<file path="config.mk">
export PLATFORM = sky130hd
export DESIGN_NAME = async_char_tx
export DESIGN_NICKNAME = d
export VERILOG_FILES = /design/src/rtl/async_char_tx_pkg.sv /design/src/rtl/async_char_tx_ctrl.sv /design/src/rtl/async_char_tx_dp.sv /design/src/rtl/async_char_tx.sv
export SDC_FILE = /design/constraint.sdc
export NUM_CORES = 1
export LEC_CHECK = 0
export BUFFER_PORTS_ARGS = -buffer_cell sky130_fd_sc_hd__buf_2
export CAP_MARGIN = 20
export CORE_ASPECT_RATIO = 0.5
export CORE_UTILIZATION = 52
export DETAILED_ROUTE_END_ITERATION = 8
export GPL_ROUTABILITY_DRIVEN = 0
export PLACE_DENSITY = 0.78
export SLEW_MARGIN = 25
export SYNTH_ARGS = -nofsm -noshare
export SYNTH_HDL_FRONTEND = slang
export SYNTH_SLANG_ARGS = --single-unit
export TNS_END_PERCENT = 20
</file>
<file path="constraint.sdc">
create_clock -name clk -period 2 [get_ports clk]
set_clock_uncertainty 0.05 [all_clocks]
set_input_delay 0.3 -clock clk [delete_from_list [all_inputs] [get_ports clk]]
set_output_delay 0.3 -clock clk [all_outputs]
set_load 0.02 [all_outputs]
</file>
<file path="src/rtl/async_char_tx_pkg.sv">
package async_char_tx_pkg;

  typedef enum logic [1:0] {
    PAR_NONE  = 2'd0,
    PAR_EVEN  = 2'd1,
    PAR_ODD   = 2'd2,
    PAR_FIXED = 2'd3
  } parMode_e;

  typedef enum logic [1:0] {
    KIND_CHAR     = 2'd0,
    KIND_BREAK    = 2'd1,
    KIND_PREAMBLE = 2'd2
  } frameKind_e;

  typedef enum logic [2:0] {
    ST_IDLE   = 3'd0,
    ST_START  = 3'd1,
    ST_DATA   = 3'd2,
    ST_PARITY = 3'd3,
    ST_STOP   = 3'd4
  } txState_e;

  // strobes from control to datapath
  typedef struct packed {
    logic       load;        // frame begins: capture data, drive start level
    frameKind_e kind;        // kind of frame being loaded
    logic       shiftOut;    // next data bit goes onto the line
    logic       sendParity;  // parity bit goes onto the line
    logic       sendStop;    // stop level goes onto the line
    logic       goIdle;      // frame over, line returns to mark
  } dpStrobe_t;

endpackage

</file>
<file path="src/rtl/async_char_tx_ctrl.sv">
module async_char_tx_ctrl
  import async_char_tx_pkg::*;
#(
  parameter int DATA_W   = 8,
  parameter int MIN_DATA = 5,
  parameter int OVS      = 16,
  localparam int LEN_W   = $clog2(DATA_W - MIN_DATA + 1),
  localparam int STOP_W  = $clog2(2 * OVS)
) (
  input  logic              clk,
  input  logic              rstN,
  input  logic              tickEn,
  input  logic              freeze,
  input  logic              inValid,
  input  logic              breakReq,
  input  logic              preambleReq,
  input  logic [LEN_W-1:0]  cfgDataLen,
  input  logic [1:0]        cfgParMode,
  input  logic [STOP_W-1:0] cfgStopSix,
  output logic              inReady,
  output logic              busy,
  output dpStrobe_t         strobe
);

  localparam int BIT_W    = $clog2(DATA_W + 1);
  localparam int CNT_W    = STOP_W;
  localparam int STOP_MIN = OVS / 2 + 1;
  localparam int STOP_MAX = 2 * OVS;

  txState_e          state, stAdv;
  logic [CNT_W-1:0]  tickCnt, lastCnt, stopLast, stopLastNew;
  logic [BIT_W-1:0]  bitsLeft, nData;
  logic              parOn;
  logic              startOk, takeBreak, takePre, takeChar, atEdge, advance;

  // start arbitration: break, then preamble, then character
  assign startOk   = (state == ST_IDLE) && !freeze;
  assign takeBreak = startOk && breakReq;
  assign takePre   = startOk && !breakReq && preambleReq;
  assign inReady   = startOk && !breakReq && !preambleReq;
  assign takeChar  = inReady && inValid;
  assign busy      = (state != ST_IDLE);

  // stop length in sixteenths, minus one, with zero meaning the maximum
  always_comb begin
    if (cfgStopSix == '0)
      stopLastNew = CNT_W'(STOP_MAX - 1);
    else if (cfgStopSix < CNT_W'(STOP_MIN))
      stopLastNew = CNT_W'(STOP_MIN - 1);
    else
      stopLastNew = cfgStopSix - CNT_W'(1);
  end

  assign lastCnt = (state == ST_STOP) ? stopLast : CNT_W'(OVS - 1);
  assign atEdge  = tickEn && busy && (tickCnt == lastCnt);
  assign advance = atEdge && !freeze;

  always_comb begin
    case (state)
      ST_START:  stAdv = ST_DATA;
      ST_DATA:   stAdv = (bitsLeft == BIT_W'(1)) ? (parOn ? ST_PARITY : ST_STOP) : ST_DATA;
      ST_PARITY: stAdv = ST_STOP;
      default:   stAdv = ST_IDLE;
    endcase
  end

  always_comb begin
    strobe            = '0;
    strobe.load       = takeBreak || takePre || takeChar;
    strobe.kind       = takeBreak ? KIND_BREAK : (takePre ? KIND_PREAMBLE : KIND_CHAR);
    strobe.shiftOut   = advance && (stAdv == ST_DATA);
    strobe.sendParity = advance && (stAdv == ST_PARITY);
    strobe.sendStop   = advance && (stAdv == ST_STOP);
    strobe.goIdle     = advance && (state == ST_STOP);
  end

  always_ff @(posedge clk or negedge rstN) begin
    if (!rstN) begin
      state    <= ST_IDLE;
      tickCnt  <= '0;
      bitsLeft <= '0;
      nData    <= '0;
      parOn    <= 1'b0;
      stopLast <= '0;
    end else if (strobe.load) begin
      state    <= ST_START;
      tickCnt  <= '0;
      nData    <= BIT_W'(MIN_DATA) + BIT_W'(cfgDataLen);
      parOn    <= (cfgParMode != PAR_NONE);
      stopLast <= stopLastNew;
    end else if (advance) begin
      state   <= stAdv;
      tickCnt <= '0;
      if (state == ST_START)
        bitsLeft <= nData;
      else if (state == ST_DATA)
        bitsLeft <= bitsLeft - BIT_W'(1);
    end else if (tickEn && busy && !atEdge) begin
      tickCnt <= tickCnt + CNT_W'(1);
    end
  end

  // a frozen frame makes no progress
  a_r9_freeze_holds_state: assert property (@(posedge clk) disable iff (!rstN)
    (busy && freeze) |=> (state == $past(state)));

  // busy only ends on a tick during the stop period
  a_r5_end_after_stop: assert property (@(posedge clk) disable iff (!rstN)
    $fell(busy) |-> ($past(state) == ST_STOP && $past(tickEn)));

  // an accepted character starts a frame on the same edge
  a_r6_accept_starts: assert property (@(posedge clk) disable iff (!rstN)
    (inValid && inReady) |=> busy);

endmodule

</file>
<file path="src/rtl/async_char_tx_dp.sv">
module async_char_tx_dp
  import async_char_tx_pkg::*;
#(
  parameter int DATA_W   = 8,
  parameter int MIN_DATA = 5,
  localparam int LEN_W   = $clog2(DATA_W - MIN_DATA + 1)
) (
  input  logic              clk,
  input  logic              rstN,
  input  dpStrobe_t         strobe,
  input  logic [DATA_W-1:0] inData,
  input  logic [LEN_W-1:0]  cfgDataLen,
  input  logic [1:0]        cfgParMode,
  input  logic              cfgParLevel,
  output logic              txOut
);

  localparam int BIT_W = $clog2(DATA_W + 1);

  logic [DATA_W-1:0] shReg, maskedData;
  logic [BIT_W-1:0]  lenNow;
  logic              parBit, parNew, dataXor;
  frameKind_e        kindR;

  assign lenNow = BIT_W'(MIN_DATA) + BIT_W'(cfgDataLen);

  // bits above the selected length do not take part in parity
  for (genvar i = 0; i < DATA_W; i++) begin : g_mask
    if (i < MIN_DATA) begin : g_always
      assign maskedData[i] = inData[i];
    end else begin : g_optional
      assign maskedData[i] = inData[i] & (lenNow > BIT_W'(i));
    end
  end

  assign dataXor = ^maskedData;

  always_comb begin
    case (cfgParMode)
      PAR_EVEN:  parNew = dataXor;
      PAR_ODD:   parNew = ~dataXor;
      PAR_FIXED: parNew = cfgParLevel;
      default:   parNew = 1'b0;
    endcase
  end

  function automatic logic shapeBit(logic raw, frameKind_e k);
    case (k)
      KIND_BREAK:    return 1'b0;
      KIND_PREAMBLE: return 1'b1;
      default:       return raw;
    endcase
  endfunction

  always_ff @(posedge clk or negedge rstN) begin
    if (!rstN) begin
      shReg  <= '0;
      parBit <= 1'b0;
      kindR  <= KIND_CHAR;
      txOut  <= 1'b1;
    end else if (strobe.load) begin
      shReg  <= inData;
      parBit <= parNew;
      kindR  <= strobe.kind;
      txOut  <= shapeBit(1'b0, strobe.kind);
    end else if (strobe.shiftOut) begin
      txOut  <= shapeBit(shReg[0], kindR);
      shReg  <= shReg >> 1;
    end else if (strobe.sendParity) begin
      txOut  <= shapeBit(parBit, kindR);
    end else if (strobe.sendStop) begin
      txOut  <= shapeBit(1'b1, kindR);
    end else if (strobe.goIdle) begin
      txOut  <= 1'b1;
    end
  end

  // a character frame opens with a low start bit
  a_r2_start_low: assert property (@(posedge clk) disable iff (!rstN)
    (strobe.load && strobe.kind == KIND_CHAR) |=> !txOut);

  // a break frame pulls the line low at once
  a_r7_break_low: assert property (@(posedge clk) disable iff (!rstN)
    (strobe.load && strobe.kind == KIND_BREAK) |=> !txOut);

  // a preamble frame keeps the line at mark
  a_r8_preamble_high: assert property (@(posedge clk) disable iff (!rstN)
    (strobe.load && strobe.kind == KIND_PREAMBLE) |=> txOut);

endmodule

</file>
<file path="src/rtl/async_char_tx.sv">
module async_char_tx
  import async_char_tx_pkg::*;
#(
  parameter int DATA_W   = 8,
  parameter int MIN_DATA = 5,
  parameter int OVS      = 16,
  localparam int LEN_W   = $clog2(DATA_W - MIN_DATA + 1),
  localparam int STOP_W  = $clog2(2 * OVS)
) (
  input  logic              clk,
  input  logic              rstN,
  input  logic              tickEn,
  input  logic              inValid,
  output logic              inReady,
  input  logic [DATA_W-1:0] inData,
  input  logic [LEN_W-1:0]  cfgDataLen,
  input  logic [1:0]        cfgParMode,
  input  logic              cfgParLevel,
  input  logic [STOP_W-1:0] cfgStopSix,
  input  logic              breakReq,
  input  logic              preambleReq,
  input  logic              freeze,
  output logic              txOut,
  output logic              busy
);

  dpStrobe_t strobe;

  async_char_tx_ctrl #(.DATA_W(DATA_W), .MIN_DATA(MIN_DATA), .OVS(OVS)) u_ctrl (
    .clk         (clk),
    .rstN        (rstN),
    .tickEn      (tickEn),
    .freeze      (freeze),
    .inValid     (inValid),
    .breakReq    (breakReq),
    .preambleReq (preambleReq),
    .cfgDataLen  (cfgDataLen),
    .cfgParMode  (cfgParMode),
    .cfgStopSix  (cfgStopSix),
    .inReady     (inReady),
    .busy        (busy),
    .strobe      (strobe)
  );

  async_char_tx_dp #(.DATA_W(DATA_W), .MIN_DATA(MIN_DATA)) u_dp (
    .clk         (clk),
    .rstN        (rstN),
    .strobe      (strobe),
    .inData      (inData),
    .cfgDataLen  (cfgDataLen),
    .cfgParMode  (cfgParMode),
    .cfgParLevel (cfgParLevel),
    .txOut       (txOut)
  );

  // an idle line rests at mark
  a_r1_idle_mark: assert property (@(posedge clk) disable iff (!rstN)
    !busy |-> txOut);

endmodule

</file>
# After elaboration in Yosys (flattened, before gate mapping)
# Index checks and enable logic that the tools add are counted.
dict set report word_totals {
  regBits 34
  latchBits 0
  mem_bits_rw 0
  mem_bits_ro 0
  inputBits 25
  elab_cells 96
  n_memories 0
}
dict set report classes {
  add_sub_neg 4
  multipliers 0
  n_div 0
  n_lt_le_gt_ge 4
  n_eq_ne 15
  n_shift 0
  muxes 27
  n_bitwise 5
  reduce_logical 31
}
# op n
set op_table {}
lappend op_table {{$mux W5} 6}
lappend op_table {{$mux W8} 2}
lappend op_table {{$logic_and A1 B1 Y1} 14}
lappend op_table {{$eq A3 B2 Y1 const B} 4}
lappend op_table {{$gt A4 B3 Y1 const B} 3}
lappend op_table {{$mux W3} 4}
lappend op_table {{$pmux W3 S3} 1}
lappend op_table {{$eq A2 B2 Y1 const B} 4}
lappend op_table {{$mux W4} 2}
lappend op_table {{$reduce_bool A2 Y1} 4}
lappend op_table {{$reduce_xor A8 Y1} 1}
lappend op_table {{$mux W1} 7}
lappend op_table {{$eq A3 B3 Y1 const B} 2}
lappend op_table {{$reduce_bool A3 Y1} 2}
lappend op_table {{$add A5 B1 Y5 const B} 1}
lappend op_table {{$eq A5 B5 Y1} 1}
lappend op_table {{$logic_not A5 Y1} 1}
lappend op_table {{$lt A5 B4 Y1 const B} 1}
lappend op_table {{$reduce_bool A5 Y1} 1}
lappend op_table {{$sub A5 B1 Y5 const B} 1}
lappend op_table {{$add A3 B2 Y4 const A} 1}
lappend op_table {{$eq A2 B1 Y1 const B} 2}
lappend op_table {{$eq A4 B1 Y1 const B} 1}
lappend op_table {{$logic_not A1 Y1} 4}
lappend op_table {{other kinds (10)} 16}

# Longest topological paths before layout
# Gate-level depths: netlist (run 1).
dict set report depth {
  word_depth 11
  mapped_depth 9
  ltp_nobuf 8
}

# Cells and area by module
# A second synthesis (run 1) with hierarchy kept.
dict set report unflattened {
  hier_cells 227
  hier_area_um2 2140.8
}
# module instances cells_each area_each_um2 seq_area_each_um2
set by_module_without_submodules {}
lappend by_module_without_submodules {async_char_tx_ctrl 1 155 1426.4 550.5}
lappend by_module_without_submodules {async_char_tx_dp 1 72 714.4 301.5}

# Worst setup path after synthesis (run 1)
# No wires, ideal clock.
dict set report synth_timing {
  path_kind {register to register}
  start {register u_ctrl.state[2]}
  end {register u_ctrl.tickCnt[4]}
  setup_time_ns 0.078
  t_arrival_ns 1.971
  t_required_ns 1.872
  path_slack_ns -0.099
  stages_incl_launch_ff 8
  n_path_buf 1
  path_cell_list {dfrtp_1 > buf_2 > or3_1 > nand2_1 > a211oi_4 > and3_4 > or4_1 > a21oi_1}
}
dict set report synth_via {
  word_cells_on_any_way 21
  classes_between {2 x eq/ne; 3 x mux; 16 x reduce/logical}
}
# element line_no
set synth_rtl {}
lappend synth_rtl {{from (decl)} async_char_tx_ctrl.sv:30} ;# txState_e state, stAdv;
lappend synth_rtl {{from (signal assigned)} async_char_tx_ctrl.sv:92} ;# state <= stAdv;
lappend synth_rtl {{$reduce_bool A3 Y1 *} async_char_tx_ctrl.sv:42} ;# assign busy = (state != ST_IDLE);
lappend synth_rtl {{via busy} async_char_tx.sv:24} ;# output logic busy
lappend synth_rtl {{$logic_and A1 B1 Y1 *} {async_char_tx_ctrl.sv:55, async_char_tx_ctrl.sv:98}}
lappend synth_rtl {{$logic_and A1 B1 Y1} async_char_tx_ctrl.sv:55} ;# assign atEdge = tickEn && busy && (tickCnt == lastCnt);
lappend synth_rtl {{$logic_and A1 B1 Y1 or $logic_not A1 Y1 (tied branches)} {async_char_tx_ctrl.sv:56, async_char_tx_ctrl.sv:98}}
lappend synth_rtl {{$mux W5 or $logic_and A1 B1 Y1 (tied branches)} {async_char_tx_ctrl.sv:91, async_char_tx_ctrl.sv:98}}
lappend synth_rtl {{$mux W5 or $reduce_bool A3 Y1 (tied branches)} -}
lappend synth_rtl {{to (signal assigned)} async_char_tx_ctrl.sv:99} ;# tickCnt <= tickCnt + CNT_W'(1);
lappend synth_rtl {{to (decl)} async_char_tx_ctrl.sv:31} ;# logic [CNT_W-1:0] tickCnt, lastCnt, stopLast, stopLastNew;
# The timed path passes the listed nets; every way through them passes the cells marked *.
# A chain may end at the register's enable or synchronous reset.

# Worst setup path after layout (run 1)
dict set report layout_timing {
  start {register u_ctrl.bitsLeft[1]}
  end {register u_dp.shReg[1]}
}
dict set report layout_via {
  elab_chain_len 6
}
# element line_no
set layout_rtl {}
lappend layout_rtl {{from (decl)} async_char_tx_ctrl.sv:32} ;# logic [BIT_W-1:0] bitsLeft, nData;
lappend layout_rtl {{from (signal assigned)} async_char_tx_ctrl.sv:95} ;# bitsLeft <= nData;
lappend layout_rtl {{from (signal assigned)} async_char_tx_ctrl.sv:97} ;# bitsLeft <= bitsLeft - BIT_W'(1);
lappend layout_rtl {{$eq A4 B1 Y1} async_char_tx_ctrl.sv:61} ;# ST_DATA: stAdv = (bitsLeft == BIT_W'(1)) ? (parOn ? ST_PARITY : ST_STOP) : ST_DATA;
lappend layout_rtl {{$mux W3} async_char_tx_ctrl.sv:61}
lappend layout_rtl {{$pmux W3 S3} async_char_tx_ctrl.sv:59} ;# case (state)
lappend layout_rtl {{$eq A3 B2 Y1} async_char_tx_ctrl.sv:71} ;# strobe.shiftOut = advance && (stAdv == ST_DATA);
lappend layout_rtl {{$logic_and A1 B1 Y1} async_char_tx_ctrl.sv:71}
lappend layout_rtl {{$reduce_bool A2 Y1 (no source line)} -}
lappend layout_rtl {{to (signal assigned)} async_char_tx_dp.sv:62} ;# shReg <= inData;
lappend layout_rtl {{to (signal assigned)} async_char_tx_dp.sv:68} ;# shReg <= shReg >> 1;
lappend layout_rtl {{to (decl)} async_char_tx_dp.sv:20} ;# logic [DATA_W-1:0] shReg, maskedData;
# No other way between the ends.

==> reports/metrics.cfg, run 1 <==
[final_layout]
final_cell_mix = nand2_1 (34), dfrtp_1 (31), buf_4 (29)
areaGrowthSynthToFinish_pct = 28.91
drive_gt1_frac = 0.3232
nets = 330
final_common_cell = nand2_1
n_antenna_cell = 0
fin_util = 0.7066

[clock_network]
cts_hold_buf = 0
cts-root-buf = clkbuf_8
cts.sinks = 34
cts_max_level = 2
cts_tree = yes
clk_latency_ns = 0.28
cts_max_path_buffers = 2
cts-buffers-inserted = 5
clkTransAtPathRegs_ns = 0.07

[timing]
rsz0062_at_grt = yes
finalHoldViolCount = 0
setup_viol_count_final = 10
layout_worst_path_cycle_share = 1.019
slew_headroom = 0.4851
period_needed_ns = 2.039
fin_setup_tns_ns = -0.2109
fmax_ghz = 0.4905
finalMaxSlewViolations = 0
worstMarginPinSlew_ns = 0.7723
setup_ws_ns = -0.03862
whs_ns = 0.03523

[power_and_ir_drop]
powerDensity_mw_per_mm2 = 1350
vdd_drop_max_mv = 0.7294
p_leak_nw = 1.260

[place]
dpl.hpwl_um = 3743
preCtsSetupSlack_ns = -0.2362
port_buffers = 27

[die]
initial_core_util = 0.5482
core-area_mm2 = 0.003924
num_rows = 16
die_width_um = 92.95
die_h_um = 47.48
io_pins = 28
die-area_mm2 = 0.004413

[detailed_routing]
antenna_left = 0
viasPerCell = 5.510
vias = 1934
wl_per_cell_um = 14.71
routed_wirelength_um = 5162
drtIter0Drc = 128
firstDrtPassIters = 4
drc = 0

[synthesis]
ys_seq_elements = 34
ys_seq_area_frac = 0.3962
ys_warn_count = 0
netlist_area_mm2 = 0.002151
synth_ff_type = dfrtp_1
synth_nets = 274
synth_edf_count = 0
syn_area_per_cell_um2 = 8.962
ys_async_sr_fraction = 1.000
synth_cell_type_count = 49
synthCells = 240

[run]
cap_violations = 0

[worst_setup_path]
arrival_ns = 2.16
startpoint_type = register
crit_type = reg -> reg
crit_required_ns = 2.12
cp-end-kind = register
cp_max_fo = 4

[outcome]
violations = negative setup slack
outcome = finished with violations

[global_routing]
grt_pass1_wl_um = 8238
antenna_found_initial = 0
grt_use_total = 0.2508
grt_max_degree = 35
gr-total-overflow = 0
grt_pass1_vias = 1834

[hold_path]
hp-class = in -> async

==> Yosys cell counts, drive strengths merged (3+ instances only) <==
master  number  share of area
xor2         3          0.012
nor3         4         0.0093
dfrtp       33           0.38
xnor2        9          0.037
or3          3         0.0087
inv         12          0.021
and2         5          0.015
nand3       11          0.026
o21ai       14          0.033
buf          6          0.019
nor2b        3         0.0087
o21a         5          0.017
a21oi        5          0.012
nand4        3         0.0087
o31ai        4          0.014
ha           9          0.052
a31oi        3         0.0087
nand2b       4          0.012
nor2        23          0.040
clkbuf       4         0.0070
mux2i        5          0.023
o211ai      10          0.035
o22ai        3         0.0087
nand2       35          0.061
==> worst paths after layout <==
check,from,to,slack [ns],depth (start not counted)
setup / recovery,u_ctrl.bitsLeft[1],u_dp.shReg[1],-0.04,9
hold / removal,rstN,u_ctrl.tickCnt[3],0.04,1
setup reg to reg,u_ctrl.bitsLeft[1],u_dp.shReg[1],-0.04,9
hold reg to reg,u_ctrl.nData[1],u_ctrl.nData[1],0.44,2
max in group asynchronous,rstN,u_ctrl.state[0],1.32,1
min in group clk,cfgStopSix[4],u_ctrl.stopLast[3],0.19,2
==> power breakdown <==
group	internal [W]	total, W	leakage [nW]	switching (W)
clock	0.000373	0.000614	0.0524	0.000242
combinational	0.000891	0.00180	0.792	0.000905
sequential	0.00102	0.00133	0.416	0.000309
total	0.00229	0.00374	1.26	0.00146
==> final cells by class <==
class                           instances  area [um2]
Timing Repair Buffer                   59       392.9
Multi-Input combinational cell        184        1306
Tap cell                               54       67.56
Inverter                               12       45.04
Clock inverter                          1       30.03
Fill cell                             321        1151
Clock buffer                            7       76.32
Sequential cell                        34       854.6
==> state kept, by name, summed over array words and instances, names as in the netlist <==
register / cells
u_ctrl.bitsLeft: 4
u_ctrl.tickCnt: 5
u_dp.parBit: 1
u_ctrl.stopLast: 5
u_ctrl.state: 3
u_dp.kindR: 2
u_dp.txOut: 1
u_ctrl.parOn: 1
u_ctrl.nData: 4
u_dp.shReg: 8
==> routing by layer <==
metal | vias to the layer above | GRT usage | part of all wire
li1 | 960 | - | -
met1 | 913 | 0.3277 | 0.45
met2 | 59 | 0.4324 | 0.49
met3 | 2 | 0.05556 | 0.056
met4 | 0 | 0.08615 | 0.0023
met5 | - | 0 | 0
==> metrics by stage <==
step / area [um2] / cells / total power, W
detailed placement: 2520 / 339 / 0.002920
global placement: 2520 / 339 / 0.002826
floorplan: 2158 / 240 / 0.002380
CTS: 2733 / 350 / 0.003673
finish: 2773 / 351 / 0.003744
global route: 2773 / 351 / 0.004035
==> repair_timing <==
action | CTS | global route
endpoints found under the setup margin | 16 | 22
setup buffers | 3 | 1
pin swaps | 22 | 15
gates resized for setup | 22 | 9
==> critical path, cell delays in order (launching register included) <==
cell	delay, ns
dfrtp_1	0.40
inv_2	0.07
ha_1	0.15
or3b_4	0.40
a21oi_4	0.21
nor3_2	0.07
nand4_1	0.14
buf_4	0.16
nor2_1	0.05
a221o_1	0.25
==> cells by family (layout without fill, tap and decap cells) <==
logic type | count (synthesis) | in the layout | share of synthesized area
compound gates | 57 | 57 | 0.1885
xor+xnor | 12 | 12 | 0.04887
mux | 6 | 6 | 0.02851
buf+inv | 22 | 79 | 0.04711
simple gates | 100 | 100 | 0.2385
flops | 34 | 34 | 0.3962
fa+ha+maj | 9 | 9 | 0.05236
Note: power is estimated with default switching activity, not from simulation.
==> run 2: changes to the inputs <==
--- a/config.mk
+++ b/config.mk
@@ -8,10 +8,11 @@
 export BUFFER_PORTS_ARGS = -buffer_cell sky130_fd_sc_hd__buf_2
 export CAP_MARGIN = 20
 export CORE_ASPECT_RATIO = 0.5
-export CORE_UTILIZATION = 52
+export CORE_UTILIZATION = 54
+export CTS_BUF_LIST = sky130_fd_sc_hd__clkbuf_8
 export DETAILED_ROUTE_END_ITERATION = 8
 export GPL_ROUTABILITY_DRIVEN = 0
-export PLACE_DENSITY = 0.78
+export PLACE_DENSITY = 0.8
 export SLEW_MARGIN = 25
 export SYNTH_ARGS = -nofsm -noshare
 export SYNTH_HDL_FRONTEND = slang
==> reports/metrics.cfg, run 2 (synthesis gave the netlist of run 1 again) <==
[final_layout]
nFillCells = 280
seqCellArea_um2 = 854.6
top_register = u_dp.shReg
reg_top3 = u_dp.shReg: 8 flops, u_ctrl.stopLast: 5 flops, u_ctrl.tickCnt: 5 flops
final_cell_mix = nand2_1 (34), buf_4 (32), dfrtp_1 (31)
nets = 330
fin_util = 0.7413
drive_gt1_frac = 0.2929
areaGrowthSynthToFinish_pct = 24.84
final_common_cell = nand2_1
multi_input_area_mm2 = 0.001254
n_antenna_cell = 0
largest_reg_flops = 8
final_cells = 348

[power_and_ir_drop]
p_leak_nw = 1.238
power_frac_comb = 0.484
powerDensity_mw_per_mm2 = 1328
power.share.sequential = 0.373
vdd_drop_max_mv = 0.5716
p_switching_w = 0.001441
switching_share = 0.4039
p_int_w = 0.002126
clkPwrFrac = 0.143

[global_routing]
grt_pass1_wl_um = 8224
grt_use_total = 0.2611
gr-total-overflow = 0
grt_pass1_vias = 1779
grt_max_degree = 35
antenna_found_initial = 0

[timing]
setup_ws_ns = -0.06371
rsz0062_at_grt = yes
slew_headroom = 0.4997
layout_worst_path_cycle_share = 1.032
whs_ns = 0.02272
fmax_ghz = 0.4846
period_needed_ns = 2.064
finalMaxSlewViolations = 0
worstMarginPinSlew_ns = 0.7504
setup_viol_count_final = 13
finalHoldViolCount = 0

[detailed_routing]
antenna_left = 0
vias = 1922
drc = 0
viasPerCell = 5.523
firstDrtPassIters = 4
drtIter0Drc = 110
routed_wirelength_um = 4968
wl_per_cell_um = 14.28

[die]
num_rows = 15
die-area_mm2 = 0.004255
die_width_um = 91.25
io_pins = 28
core-area_mm2 = 0.003622
initial_core_util = 0.5938
die_h_um = 46.63

[clock_network]
cts_hold_buf = 0
clk_latency_ns = 0.30
cts_max_level = 2
clkTransAtPathRegs_ns = 0.08
cts-buffers-inserted = 5
cts_tree = yes
cts-root-buf = clkbuf_8
cts_max_path_buffers = 2
cts.sinks = 34

[worst_setup_path]
r2r-end = u_dp.shReg[5]
cp_max_fo = 10
cp_num_buf_inv = 2
cp-end-kind = register
crit_family = simple AND/OR/NAND/NOR gates
crit_chain = nor4b_4, xnor2_1, a211oi_4, nand4_1, buf_4, buf_4, nand3_1, o211ai_1
crit_type = reg -> reg
cpMaxStageDelayCell = dfrtp_2
worstRegToRegCells = 8
critical_path.max_stage_delay_ns = 0.48
crit_required_ns = 2.12
arrival_ns = 2.18
rrSetupSlack_ns = -0.06
startpoint_type = register
path_common_cell = buf_4
r2r_start = u_ctrl.state[1]

[place]
port_buffers = 27
dpl.hpwl_um = 3674
dpl.cell_count = 339

[outcome]
outcome = finished with violations
violations = negative setup slack

[run]
cap_violations = 0

[hold_path]
hp-class = in -> async

-- run 2: how the worst max path moves through the flow --
stage	depth (start not counted)	from	endpoint	slack, ns
finish	8	u_ctrl.state[1]	u_dp.shReg[5]	-0.06
global route	8	u_ctrl.state[1]	u_dp.shReg[3]	-0.15
CTS	8	u_ctrl.state[1]	u_dp.shReg[5]	-0.05
detailed placement	8	u_ctrl.bitsLeft[1]	u_dp.txOut	-0.21
global placement	8	u_ctrl.bitsLeft[1]	u_dp.txOut	-0.10
floorplan	9	u_ctrl.bitsLeft[1]	u_dp.shReg[3]	-0.06
-- run 2: power by group through the flow --
stage | logic [W] | clock network, W | registers [W]
5_1_grt | 0.00191 | 0.000539 | 0.00137
4_1_cts | 0.00171 | 0.000515 | 0.00132
3_3_place_gp | 0.00155 | 0 | 0.00131
3_5_place_dp | 0.00161 | 0 | 0.00132
2_1_floorplan | 0.00113 | 0 | 0.00125
6_report | 0.00173 | 0.000511 | 0.00133
-- run 2: layout make-up --
| class | count | area share |
|---|---|---|
| clock inverters | 3 | 0.006524 |
| multi-input cells | 184 | 0.4669 |
| repair buffers | 59 | 0.1421 |
| flip-flops and latches | 34 | 0.3183 |
| inverters | 12 | 0.01678 |
| well taps | 51 | 0.02377 |
| clock buffers | 5 | 0.02563 |
-- run 2: repair_timing --
item / CTS / global route
endpoints found under the hold margin: 0 / 0
setup buffers: 1 / 0
pin swaps: 5 / 3
endpoints found under the setup margin: 18 / 19
resized for setup: 14 / 3
-- run 2: metrics by stage --
stage | setup TNS [ns] | total power, W | instance area [um2] | setup slack (ns)
finish | -0.5318 | 0.003567 | 2685 | -0.06371
CTS | -0.3359 | 0.003544 | 2674 | -0.04530
global placement | -0.6552 | 0.002853 | 2539 | -0.1012
global route | -1.640 | 0.003821 | 2685 | -0.1536
detailed placement | -1.595 | 0.002935 | 2539 | -0.2104
floorplan | -0.3471 | 0.002380 | 2158 | -0.05560
-- run 2: per-layer routing --
metal / track usage / up-vias / routed length, um
met2: 0.4576 / 41 / 2286
met5: 0 / - / 0
li1: - / 966 / -
met4: 0.09524 / 0 / 80
met1: 0.3313 / 904 / 2390
met3: 0.05611 / 11 / 211
==> run 3: changes to the inputs <==
--- a/config.mk
+++ b/config.mk
@@ -8,11 +8,11 @@
 export BUFFER_PORTS_ARGS = -buffer_cell sky130_fd_sc_hd__buf_2
 export CAP_MARGIN = 20
 export CORE_ASPECT_RATIO = 0.5
-export CORE_UTILIZATION = 54
+export CORE_UTILIZATION = 45
 export CTS_BUF_LIST = sky130_fd_sc_hd__clkbuf_8
 export DETAILED_ROUTE_END_ITERATION = 8
 export GPL_ROUTABILITY_DRIVEN = 0
-export PLACE_DENSITY = 0.8
+export PLACE_DENSITY = 0.69
 export SLEW_MARGIN = 25
 export SYNTH_ARGS = -nofsm -noshare
 export SYNTH_HDL_FRONTEND = slang
==> constraint.sdc (replaced) <==
create_clock -name clk -period 2 [get_ports clk]
set_clock_uncertainty 0.05 [all_clocks]
set_input_delay 0.5 -clock clk [delete_from_list [all_inputs] [get_ports clk]]
set_output_delay 0.5 -clock clk [all_outputs]
set_load 0.02 [all_outputs]
==> reports/metrics.cfg, run 3 (synthesis gave the netlist of run 1 again) <==
[outcome]
outcome = finished with violations
violations = negative setup slack

[global_routing]
gr-total-overflow = 0
grt_use_total = 0.2300
grt_pass1_vias = 1969
antenna_found_initial = 0
grt_pass1_wl_um = 8914
grt_max_degree = 35

[die]
die_width_um = 99.77
initial_core_util = 0.4792
die-area_mm2 = 0.005077
die_h_um = 50.89
num_rows = 17
core-area_mm2 = 0.004488
io_pins = 28

[worst_setup_path]
worstRegToRegCells = 9
crit_chain = buf_4, nor2b_1, a21oi_4, nor3_1, nand4_1, buf_4, buf_4, nand3_1, o211ai_1
r2r_start = u_ctrl.state[1]
rrSetupSlack_ns = -0.15
crit_required_ns = 2.12
cp-startpoint = u_ctrl.state[1]
path_common_cell = buf_4
cpMaxStageDelayCell = dfrtp_2
cp_max_fo = 6
arrival_ns = 2.26
crit_end = u_dp.shReg[5]
startpoint_type = register
r2r-end = u_dp.shReg[5]
crit_type = reg -> reg
cp-end-kind = register
critical_path.max_stage_delay_ns = 0.46

[power_and_ir_drop]
switching_share = 0.3947
p_int_w = 0.002187
vdd_drop_max_mv = 0.6401
p_switching_w = 0.001426
clkPwrFrac = 0.144
power.share.sequential = 0.366
powerDensity_mw_per_mm2 = 1311
p_leak_nw = 1.271
power_frac_comb = 0.490

[final_layout]
final_common_cell = buf_4
n_antenna_cell = 0
largest_reg_flops = 8
final_cell_mix = buf_4 (35), nand2_1 (34), dfrtp_1 (31)
areaGrowthSynthToFinish_pct = 28.10
top_register = u_dp.shReg
nets = 336
fin_util = 0.6139
reg_top3 = u_dp.shReg: 8 flops, u_ctrl.stopLast: 5 flops, u_ctrl.tickCnt: 5 flops
drive_gt1_frac = 0.2937
final_cells = 369

[detailed_routing]
vias = 1943
firstDrtPassIters = 5
drc = 0
antenna_left = 0
routed_wirelength_um = 5212
drtIter0Drc = 136
viasPerCell = 5.266
wl_per_cell_um = 14.12

[timing]
fmax_ghz = 0.4658
finalMaxSlewViolations = 0
whs_ns = 0.1836
slew_headroom = 0.6501
worstMarginPinSlew_ns = 0.5217
finalHoldViolCount = 0
rsz0062_at_grt = yes
layout_worst_path_cycle_share = 1.074
period_needed_ns = 2.147
setup_viol_count_final = 12
setup_ws_ns = -0.1470

[place]
dpl.hpwl_um = 3994
dpl.cell_count = 356
port_buffers = 27
preCtsSetupSlack_ns = -0.1798

[clock_network]
clk_latency_ns = 0.29
cts-root-buf = clkbuf_8
cts_tree = yes
cts_hold_buf = 0
cts.sinks = 34
cts-buffers-inserted = 5
clkTransAtPathRegs_ns = 0.07
cts_max_path_buffers = 2
cts_max_level = 2

[run]
cap_violations = 0

[hold_path]
hp-class = in -> async

-- run 3: cell count changes in the layout (fill, tap and decap cells not counted), sizes merged --
cell / previous run / this run
buf: 59 / 65
clkinv: 2 / 1
clkbuf: 5 / 6
-- run 3: worst min path at each step --
stage | start | to | slack (ns) | depth (start not counted)
2_1_floorplan | rstN | u_ctrl.bitsLeft[0] | 0.15 | 0
3_3_place_gp | u_ctrl.nData[0] | u_ctrl.nData[0] | 0.42 | 2
3_5_place_dp | u_ctrl.nData[0] | u_ctrl.nData[0] | 0.42 | 2
4_1_cts | rstN | u_ctrl.tickCnt[3] | 0.19 | 2
5_1_grt | rstN | u_ctrl.tickCnt[3] | 0.22 | 2
6_report | rstN | u_ctrl.tickCnt[0] | 0.18 | 2
-- run 3: layer usage --
| metal | track usage | share of wire | up-vias |
|---|---|---|---|
| met5 | 0 | 0 | - |
| met3 | 0.04104 | 0.044 | 5 |
| met2 | 0.3989 | 0.48 | 49 |
| met4 | 0.08578 | 0.0083 | 0 |
| li1 | - | - | 970 |
| met1 | 0.2920 | 0.47 | 919 |
-- run 3: per-stage QoR --
step	TNS [ns]	area [um2]	total power [W]
floorplan	-0.08484	2171	0.002395
global placement	-0.5369	2584	0.002884
detailed placement	-1.142	2584	0.002970
CTS	-0.7337	2739	0.003601
global route	-2.749	2755	0.003899
finish	-1.304	2755	0.003613
-- run 3: repair_timing --
action                                  CTS  global route
gates cloned                              0             0
pin swaps                                 5             1
buffers inserted                          5             0
resized for setup                         9             6
endpoints found under the setup margin   12            22
-- run 3: critical path: cells and delay by family, from the launching register on --
kind | cells | cell delay (ns)
AO/OA/AOI/OAI | 2 | 0.15
buffers and inverters | 3 | 0.52
flip-flops | 1 | 0.46
AND/OR/NAND/NOR | 4 | 0.84
-- run 3: power groups by stage --
stage	Combinational, W	Sequential, W	Clock [W]
finish	0.00177	0.00132	0.000519
global route	0.00197	0.00137	0.000558
CTS	0.00175	0.00132	0.000534
detailed placement	0.00165	0.00132	0
global placement	0.00158	0.00130	0
floorplan	0.00115	0.00125	0
-- run 3: area by class of cell --
| class | count | area [um2] |
|---|---|---|
| Fill cell | 398 | 1733 |
| Tap cell | 66 | 82.58 |
| Inverter | 12 | 45.04 |
| Clock buffer | 6 | 82.58 |
| Clock inverter | 2 | 8.758 |
| Multi-Input combinational cell | 184 | 1237 |
| Sequential cell | 34 | 854.6 |
| Timing Repair Buffer | 65 | 444.2 |
